===== src/rtl/srq_pkg.sv =====
package srq_pkg;
   function automatic int level_bits(input int depth);
      return $clog2(depth + 1);
   endfunction
endpackage


===== src/rtl/srq_occupancy.sv =====
module srq_occupancy #(
   parameter int DEPTH = 16,
   parameter int CW    = srq_pkg::level_bits(DEPTH)
) (
   input  logic          clk,
   input  logic          rst,
   input  logic          wr_put,
   input  logic          rd_take,
   output logic          shift_en,
   output logic [CW-1:0] level,
   output logic          is_full,
   output logic          is_empty
);
   localparam logic [CW-1:0] LVL_MAX = CW'(DEPTH);

   logic          take_ok;
   logic [CW-1:0] level_q;

   assign is_empty = (level_q == '0);
   assign is_full  = (level_q == LVL_MAX);
   assign take_ok  = rd_take & ~is_empty;
   assign shift_en = wr_put & (~is_full | take_ok);
   assign level    = level_q;

   always_ff @(posedge clk) begin
      if (rst) begin
         level_q <= '0;
      end else if (shift_en && !take_ok) begin
         level_q <= level_q + 1'b1;
      end else if (take_ok && !shift_en) begin
         level_q <= level_q - 1'b1;
      end
   end

   a_r2_bounded: assert property (@(posedge clk) disable iff (rst)
      level_q <= LVL_MAX);
   a_r1_reset_clears: assert property (@(posedge clk)
      rst |=> (level_q == '0));
   a_r3_put_grows: assert property (@(posedge clk) disable iff (rst)
      (wr_put && !rd_take && !is_full) |=> (level_q == $past(level_q) + 1'b1));
   a_r4_take_shrinks: assert property (@(posedge clk) disable iff (rst)
      (rd_take && !wr_put && !is_empty) |=> (level_q == $past(level_q) - 1'b1));
   a_r5_both_steady: assert property (@(posedge clk) disable iff (rst)
      (wr_put && rd_take && !is_empty) |=> $stable(level_q));
   a_r7_full_hold: assert property (@(posedge clk) disable iff (rst)
      (wr_put && !rd_take && is_full) |=> is_full);
   a_r8_no_underflow: assert property (@(posedge clk) disable iff (rst)
      (rd_take && !wr_put && is_empty) |=> is_empty);
   a_r9_empty_both: assert property (@(posedge clk) disable iff (rst)
      (wr_put && rd_take && is_empty) |=> (level_q == CW'(1)));
endmodule


===== src/rtl/srq_shift_chain.sv =====
module srq_shift_chain #(
   parameter int WIDTH = 8,
   parameter int DEPTH = 16
) (
   input  logic             clk,
   input  logic             shift_en,
   input  logic [WIDTH-1:0] wr_data,
   output logic [WIDTH-1:0] cells [DEPTH]
);
   for (genvar s = 0; s < DEPTH; s++) begin : g_stage
      if (s == 0) begin : g_head
         always_ff @(posedge clk) begin
            if (shift_en) cells[0] <= wr_data;
         end
      end else begin : g_body
         always_ff @(posedge clk) begin
            if (shift_en) cells[s] <= cells[s-1];
         end
      end
   end

   a_r3_head_loads: assert property (@(posedge clk)
      shift_en |=> (cells[0] == $past(wr_data)));
   a_r4_tail_holds: assert property (@(posedge clk)
      !shift_en |=> $stable(cells[DEPTH-1]));
endmodule


===== src/rtl/srq_tap_mux.sv =====
module srq_tap_mux #(
   parameter int WIDTH           = 8,
   parameter int DEPTH           = 16,
   parameter bit ZERO_WHEN_EMPTY = 1'b1,
   parameter int CW              = srq_pkg::level_bits(DEPTH)
) (
   input  logic             clk,
   input  logic             rst,
   input  logic [WIDTH-1:0] cells [DEPTH],
   input  logic [CW-1:0]    level,
   input  logic             is_empty,
   output logic [WIDTH-1:0] rd_data
);
   logic [WIDTH-1:0] picked;
   logic [WIDTH-1:0] idle_val;

   always_comb begin
      picked = '0;
      for (int t = 0; t < DEPTH; t++) begin
         if (level == CW'(t + 1)) picked = cells[t];
      end
   end

   if (ZERO_WHEN_EMPTY) begin : g_zero
      assign idle_val = '0;
      a_r10_zero_idle: assert property (@(posedge clk) disable iff (rst)
         is_empty |-> (rd_data == '0));
   end else begin : g_free
      assign idle_val = cells[0];
   end

   assign rd_data = is_empty ? idle_val : picked;
endmodule


===== src/rtl/srq_fifo.sv =====
module srq_fifo #(
   parameter int WIDTH           = 8,
   parameter int DEPTH           = 16,
   parameter bit ZERO_WHEN_EMPTY = 1'b1,
   parameter int CW              = srq_pkg::level_bits(DEPTH)
) (
   input  logic             clk,
   input  logic             rst,
   input  logic             wr_put,
   input  logic [WIDTH-1:0] wr_data,
   input  logic             rd_take,
   output logic [WIDTH-1:0] rd_data,
   output logic             is_full,
   output logic             is_empty,
   output logic [CW-1:0]    level
);
   if (DEPTH < 2) begin : g_bad_depth
      $error("srq_fifo: DEPTH must be at least 2");
   end
   if (WIDTH < 1) begin : g_bad_width
      $error("srq_fifo: WIDTH must be at least 1");
   end
   if (CW != $clog2(DEPTH + 1)) begin : g_bad_cw
      $error("srq_fifo: CW must be left at its derived value");
   end

   logic             shift_en;
   logic [WIDTH-1:0] cells [DEPTH];

   srq_occupancy #(.DEPTH(DEPTH), .CW(CW)) occ_i (
      .clk(clk), .rst(rst), .wr_put(wr_put), .rd_take(rd_take),
      .shift_en(shift_en), .level(level), .is_full(is_full), .is_empty(is_empty)
   );

   srq_shift_chain #(.WIDTH(WIDTH), .DEPTH(DEPTH)) chain_i (
      .clk(clk), .shift_en(shift_en), .wr_data(wr_data), .cells(cells)
   );

   srq_tap_mux #(.WIDTH(WIDTH), .DEPTH(DEPTH), .ZERO_WHEN_EMPTY(ZERO_WHEN_EMPTY), .CW(CW)) mux_i (
      .clk(clk), .rst(rst), .cells(cells), .level(level),
      .is_empty(is_empty), .rd_data(rd_data)
   );

   a_r2_flags_exclusive: assert property (@(posedge clk) disable iff (rst)
      !(is_full && is_empty));
   a_r11_full_both: assert property (@(posedge clk) disable iff (rst)
      (wr_put && rd_take && is_full) |=> is_full);
endmodule


===== config.mk =====
export PLATFORM = sky130hd
export DESIGN_NAME = srq_fifo
export DESIGN_NICKNAME = d
export VERILOG_FILES = /design/src/rtl/srq_pkg.sv /design/src/rtl/srq_occupancy.sv /design/src/rtl/srq_shift_chain.sv /design/src/rtl/srq_tap_mux.sv /design/src/rtl/srq_fifo.sv
export SDC_FILE = /design/constraint.sdc
export NUM_CORES = 1
export LEC_CHECK = 0
export ABC_AREA = 1
export BUFFER_PORTS_ARGS = -buffer_cell sky130_fd_sc_hd__buf_2
export CORE_ASPECT_RATIO = 1.75
export CORE_MARGIN = 2
export CORE_UTILIZATION = 65
export CTS_CLUSTER_SIZE = 12
export DETAILED_ROUTE_END_ITERATION = 10
export PLACE_DENSITY_LB_ADDON = 0.15
export SLEW_MARGIN = 25
export SYNTH_ARGS = -nofsm -noshare
export SYNTH_HDL_FRONTEND = slang
export SYNTH_SLANG_ARGS = --single-unit

===== constraint.sdc =====
create_clock -name clk -period 12.8 [get_ports clk]
set_clock_uncertainty 0.2 [all_clocks]
set_input_delay 0.64 -clock clk [delete_from_list [all_inputs] [get_ports clk]]
set_output_delay 0.64 -clock clk [all_outputs]
set_load 0.05 [all_outputs]

### Word-level counts from Yosys, hierarchy flattened

Index checks and enable logic that the tools add are counted.

| operators by class | value |
|---|---|
| add/sub/neg operators | 2 |
| $mul | 0 |
| div/mod/pow operators | 0 |
| $lt $le $gt $ge | 0 |
| equality and inequality tests | 16 |
| shift operators | 0 |
| multiplexer cells | 19 |
| bitwise gates (word level) | 5 |
| reduce and logical (&&, ||, !) cells | 6 |

Operators with widths:

| cell | number |
|---|---|
| two-way mux 8 bit | 17 |
| equality test 5 x 4 -> 1 bit, second input constant | 8 |
| equality test 5 x 3 -> 1 bit, second input constant | 4 |
| equality test 5 x 2 -> 1 bit, second input constant | 2 |
| two-way mux 5 bit | 2 |
| adder 5 x 1 -> 5 bit, second input constant | 1 |
| equality test 5 x 1 -> 1 bit, second input constant | 1 |
| equality test 5 bit, second input constant | 1 |
| zero test 5 bit | 1 |
| subtractor 5 x 1 -> 5 bit, second input constant | 1 |
| AND 1 bit | 2 |
| logical AND 1 bit | 2 |
| zero test 1 bit | 2 |
| NOT 1 bit | 2 |
| nonzero test 2 bit | 1 |
| OR 1 bit | 1 |

| word-level totals | value |
|---|---|
| flip-flop bits (word level) | 133 |
| latch bits | 0 |
| RAM bits | 0 |
| bits in read-only memories | 0 |
| bits of input ports | 12 |
| output and inout port bits | 15 |
| word-level logic and storage cells | 65 |
| memories | 0 |

### Longest topological paths before layout

| logic depth | value |
|---|---|
| depth in word-level cells | 18 |
| depth in mapped cells | 22 |
| mapped depth without buffers | 22 |

### Cells and area by module

A second synthesis with hierarchy kept.

| unflattened totals | value |
|---|---|
| cells, all modules | 495 |
| area, all modules | 5646.7 um^2 |

Modules (own cells, without submodules):

| module | times used | cells each | area each (um^2) | sequential area each (um^2) |
|---|---|---|---|---|
| srq_shift_chain | 1 | 128 | 3843.7 | 3843.7 |
| srq_tap_mux | 1 | 309 | 1420.1 | 0.0 |
| srq_occupancy | 1 | 58 | 382.9 | 100.1 |

### Worst setup path before layout

Ideal clock, no wire load.

| path | value |
|---|---|
| kind | register -> register |
| start point | register occ_i.level_q[0] (netlist: occ_i.level[0]) |
| end point | register occ_i.level_q[3] (netlist: occ_i.level[3]) |
| library setup time | 0.122 ns |
| arrival time | 5.438 ns |
| data required time | 12.478 ns |
| slack | 7.040 ns |
| cell stages (with the launch flop) | 14 |
| path buffers | 1 |
| clock period less this slack | 5.760 ns |
| cells stage by stage | dfxtp_1 > inv_1 > ha_1 > inv_1 > nor3_2 > inv_1 > o21ai_0 > inv_1 > ha_1 > clkbuf_1 > nor4_1 > a41oi_1 > o21ai_0 > a21oi_1 |

RTL lines:

| what | RTL line | RTL |
|---|---|---|
| from (decl) | srq_occupancy.sv:17 | `logic [CW-1:0] level_q;` |
| from (signal assigned) | srq_occupancy.sv:29 | `level_q <= level_q + 1'b1;` |
| from (signal assigned) | srq_occupancy.sv:31 | `level_q <= level_q - 1'b1;` |
| equality test 5 bit * | srq_occupancy.sv:20 | `assign is_full = (level_q == LVL_MAX);` |
| via is_full | srq_fifo.sv:13 | `output logic is_full,` |
| NOT 1 bit * | srq_occupancy.sv:22 | `assign shift_en = wr_put & (~is_full \| take_ok);` |
| OR 1 bit * | srq_occupancy.sv:22 |  |
| AND 1 bit * | srq_occupancy.sv:22 |  |
| via chain_i.shift_en | srq_shift_chain.sv:6 | `input logic shift_en,` |
| zero test 1 bit | srq_occupancy.sv:30 | `end else if (take_ok && !shift_en) begin` |
| logical AND 1 bit | srq_occupancy.sv:30 |  |
| nonzero test 2 bit (no source line) | - |  |

Mark *: on every way through the listed nets, which the timed path passes. The rest lies on a longest branch. The select of a mux whose other input is x is not followed.
A chain may end at the register's enable or synchronous reset.

### Worst setup path after layout

| path | value |
|---|---|
| start point | register occ_i.level_q[1] (netlist: occ_i.level[1]) |
| end point | output port rd_data[5] |

| on the way | value |
|---|---|
| word-level cells in the longest chain between the ends | 18 |

Ends and longest elaborated chain:

| what | RTL line | RTL |
|---|---|---|
| equality test 5 x 1 -> 1 bit | srq_tap_mux.sv:20 | `if (level == CW'(t + 1)) picked = cells[t];` |
| two-way mux 8 bit (16 in a row) | srq_tap_mux.sv:20 |  |
| two-way mux 8 bit * | srq_tap_mux.sv:32 | `assign rd_data = is_empty ? idle_val : picked;` |
| to (decl) | srq_fifo.sv:12 | `output logic [WIDTH-1:0] rd_data,` |

Every way passes the cells marked *; elsewhere a longest branch is shown, timed or not.

==> reports/qor.yml <==
run_status:
  run_status: "finished, final reports clean"
timing:
  timing.slew.headroom: 0.438
  timing_max_transition_violations_final: 0
  timing.final.crit_share: 0.310
  endpoints_failing_hold: 0
  rsz0062_at_grt: "false"
  achievable-frequency_mhz: 252
  max_slew.worst_pin.slew_ns: 0.843
  min_period_ns: 3.96
  post-route-worst-setup-slack_ns: 8.84
  setup_viol: 0
  tns_ns: 0
pwr:
  power_per_cell_area_mw_per_mm2: 241
  power.ir.vdd_worst_uv: 149
  total_power_mw: 1.59
  power_leakage_nw: 2.63
clock_tree:
  insertion_delay_ns: 0.41
  cts_tree: "built"
  cts_max_path_buffers: 2
  postCtsHoldBufs: 0
  ctsResizeCount: 0
  ctsRootBufferMaster: "clkbuf_16"
  clock_tree.htree_level_count: 4
  post_cts.repair.setup_buffers: 0
  clk_pin_slew_ns: 0.05
  cts_bufs_inserted: 17
  cts_num_sinks: 133
route:
  drt-wirelength-per-cell_um: 16.1
  via_density: 5.45
  firstDrtPassIters: 5
  drt-initial-drc-count: 224
  ant_nets: 0
  routed_wire_length_um: 11200
  drc: 0
  vias: 3773
floorplan:
  floorplan.initialDensity: 0.672
  fp.dieH_um: 129
  die_width_um: 75.6
  num_io_pins: 27
  placementRows: 45
  placeableCoreArea_mm2: 0.00867
  die-area_mm2: 0.00976
global_route:
  groute.layer.met2.usage: 0.450
  initial_antenna_violation_count: 0
  wire_length_of_the_first_global_routing_pass_um: 18000
  vias_in_the_first_global_route: 3843
  grt_max_degree: 95
  global_route.usage.met3: 0.0669
  grt_remaining_overflow: 0
  global_route.peak_usage_layer: "met2"
  groute.usage.overall: 0.256
  met1_usage_grt: 0.271
logic_synthesis:
  number_of_instances_in_the_synthesized_netlist: 527
  synth_top_cell_area_share: 0.660
  avgSynthCellArea_um2: 11.0
  post_synthesis_instance_area_mm2: 0.00582
  post_synth_edffs: 128
  async_flop_share: 0
  netlist_top_cells_count: "161 x nand2_1, 128 x edfxtp_1, 55 x inv_1"
  synth_warnings: 0
  synthMostInstantiatedCell: "nand2_1"
  yosys-top-cells-area: "edfxtp_1 66%, nand2_1 10%, nand3_1 3.7%, inv_1 3.5%, o21ai_0 2.5%"
  synth-seq-cells: 133
  synth.lib_cells_used.distinct: 34
  synth_nets: 546
  synth.yosys.seq_area_share: 0.677
  synthFlopType: "edfxtp_1"
  yosysTopAreaCell: "edfxtp_1"
placement:
  gp_congestion: 0.885
  place_worst_setup_slack_ns: 9.10
  dpl-instance-area_mm2: 0.00605
  hpwlAfterDp_um: 7550
  numPortBuffers: 26
cells_and_area:
  final_design_utilization: 0.758
  filler_cell_count: 577
  design.final.nets: 584
  fin_area_mm2: 0.00658
  n_antenna_cell: 0
  layout.area.seq_mm2: 0.00394
  layout-area-overhead-vs-synth_pct: 12.9
  multi_input_area_mm2: 0.00157
  drive_above_1_share: 0.151
worst_hold_path:
  min-delay-path-class: "in2reg"
  worstHoldPathCells: 1
  hold_path.startpoint: "wr_data[2]"
setup_path:
  setup.worst_path.class: "reg2out"
  crit_path_top_delay_cell: "nor2_1"
  worst_reg_to_reg_path_cell_count: 12
  crit_reg_reg_startpoint: "occ_i.level[0]"
  critPathMaxFanout: 10
  worst-endpoint-required_ns: 11.96
  critPathCaptureType: "primary output"
  cells_along_the_critical_path: "inv_1, ha_1, nand2_2, nor2_1, clkinv_1, nand2_1, inv_1, nand3_1, nand2_1, nand2_1, nand2_1, a21oi_2, buf_2"
  slowest_delay_ns: 0.52
  crit_path_frequent_cell: "nand2_1"
  critical_path_start_type: "flip-flop"
  critical_path_arrival_ns: 3.12
  worst_setup_path_startpoint: "occ_i.level[1]"
job:
  maxCapViolations: 0
final timing paths:
kind	to	slack, ns
max	rd_data[5]	8.84
min	chain_i.cells[122]	0.20
min reg2reg	chain_i.cells[11]	0.24
max reg2reg	occ_i.level[3]	9.08
report_power, final:
part,internal [mW],switching [mW],leakage (nW),total (mW)
clock network,0.278,0.165,0.257,0.443
registers,0.554,0.0363,1.29,0.591
logic,0.150,0.404,1.08,0.554
total,0.983,0.605,2.63,1.59
layout by cell type (no fill, tap or decap), drive strengths merged, types with 2 or more instances in the layout:
cell    synthesis  final
nand2         165    165
edfxtp        128    128
inv            62     62
nand3          45     45
o21ai          35     35
buf             6     27
a21oi          26     26
clkbuf          2     20
nor2           20     20
or2            16     16
clkinv          3     10
ha              7      7
dfxtp           5      5
bufinv          0      2
state kept, by name (all words and copies together) (netlist names):
| name | cells |
|---|---|
| chain_i.cells | 128 |
| occ_i.level | 5 |
routing by layer:
layer | vias to the layer above | part of all wire
met4 | 0 | 0.034
met3 | 36 | 0.038
met5 | - | 0
li1 | 1852 | -
met2 | 106 | 0.56
met1 | 1779 | 0.36
stage by stage:
stage                     std cells  hold slack [ns]
final                           692            0.199
after global routing            692            0.183
after CTS                       692            0.185
after detailed placement        663            0.229
after global placement          663            0.224
after floorplan                 527            0.218
cell families (layout without fill, tap and decap cells):
kind of cell | Yosys count | after routing | synth area share
AOI/OAI and AO/OA | 63 | 63 | 0.0584
buffers and inverters | 73 | 121 | 0.0531
DFF | 133 | 133 | 0.677
xor gates and xnor gates | 2 | 2 | 0.00301
adders and majority gates | 7 | 7 | 0.0150
and+or+nand+nor | 249 | 249 | 0.193
worst max-delay path: cells and delay by family, from the launching register on:
family | cells | cell delay (ns)
DFF | 1 | 0.35
buffers and inverters | 4 | 0.94
and+or+nand+nor | 7 | 1.07
adders and majority gates | 1 | 0.23
AOI/OAI and AO/OA | 1 | 0.11
area by class of cell:
type,instances,area share
flip-flops and latches,133,0.600
multi-input cells,321,0.239
clock buffers,20,0.0664
inverters,65,0.0379
well taps,117,0.0223
repair buffers,27,0.0215
clock inverters,9,0.0135
Note: power is estimated with default switching activity, not from simulation.
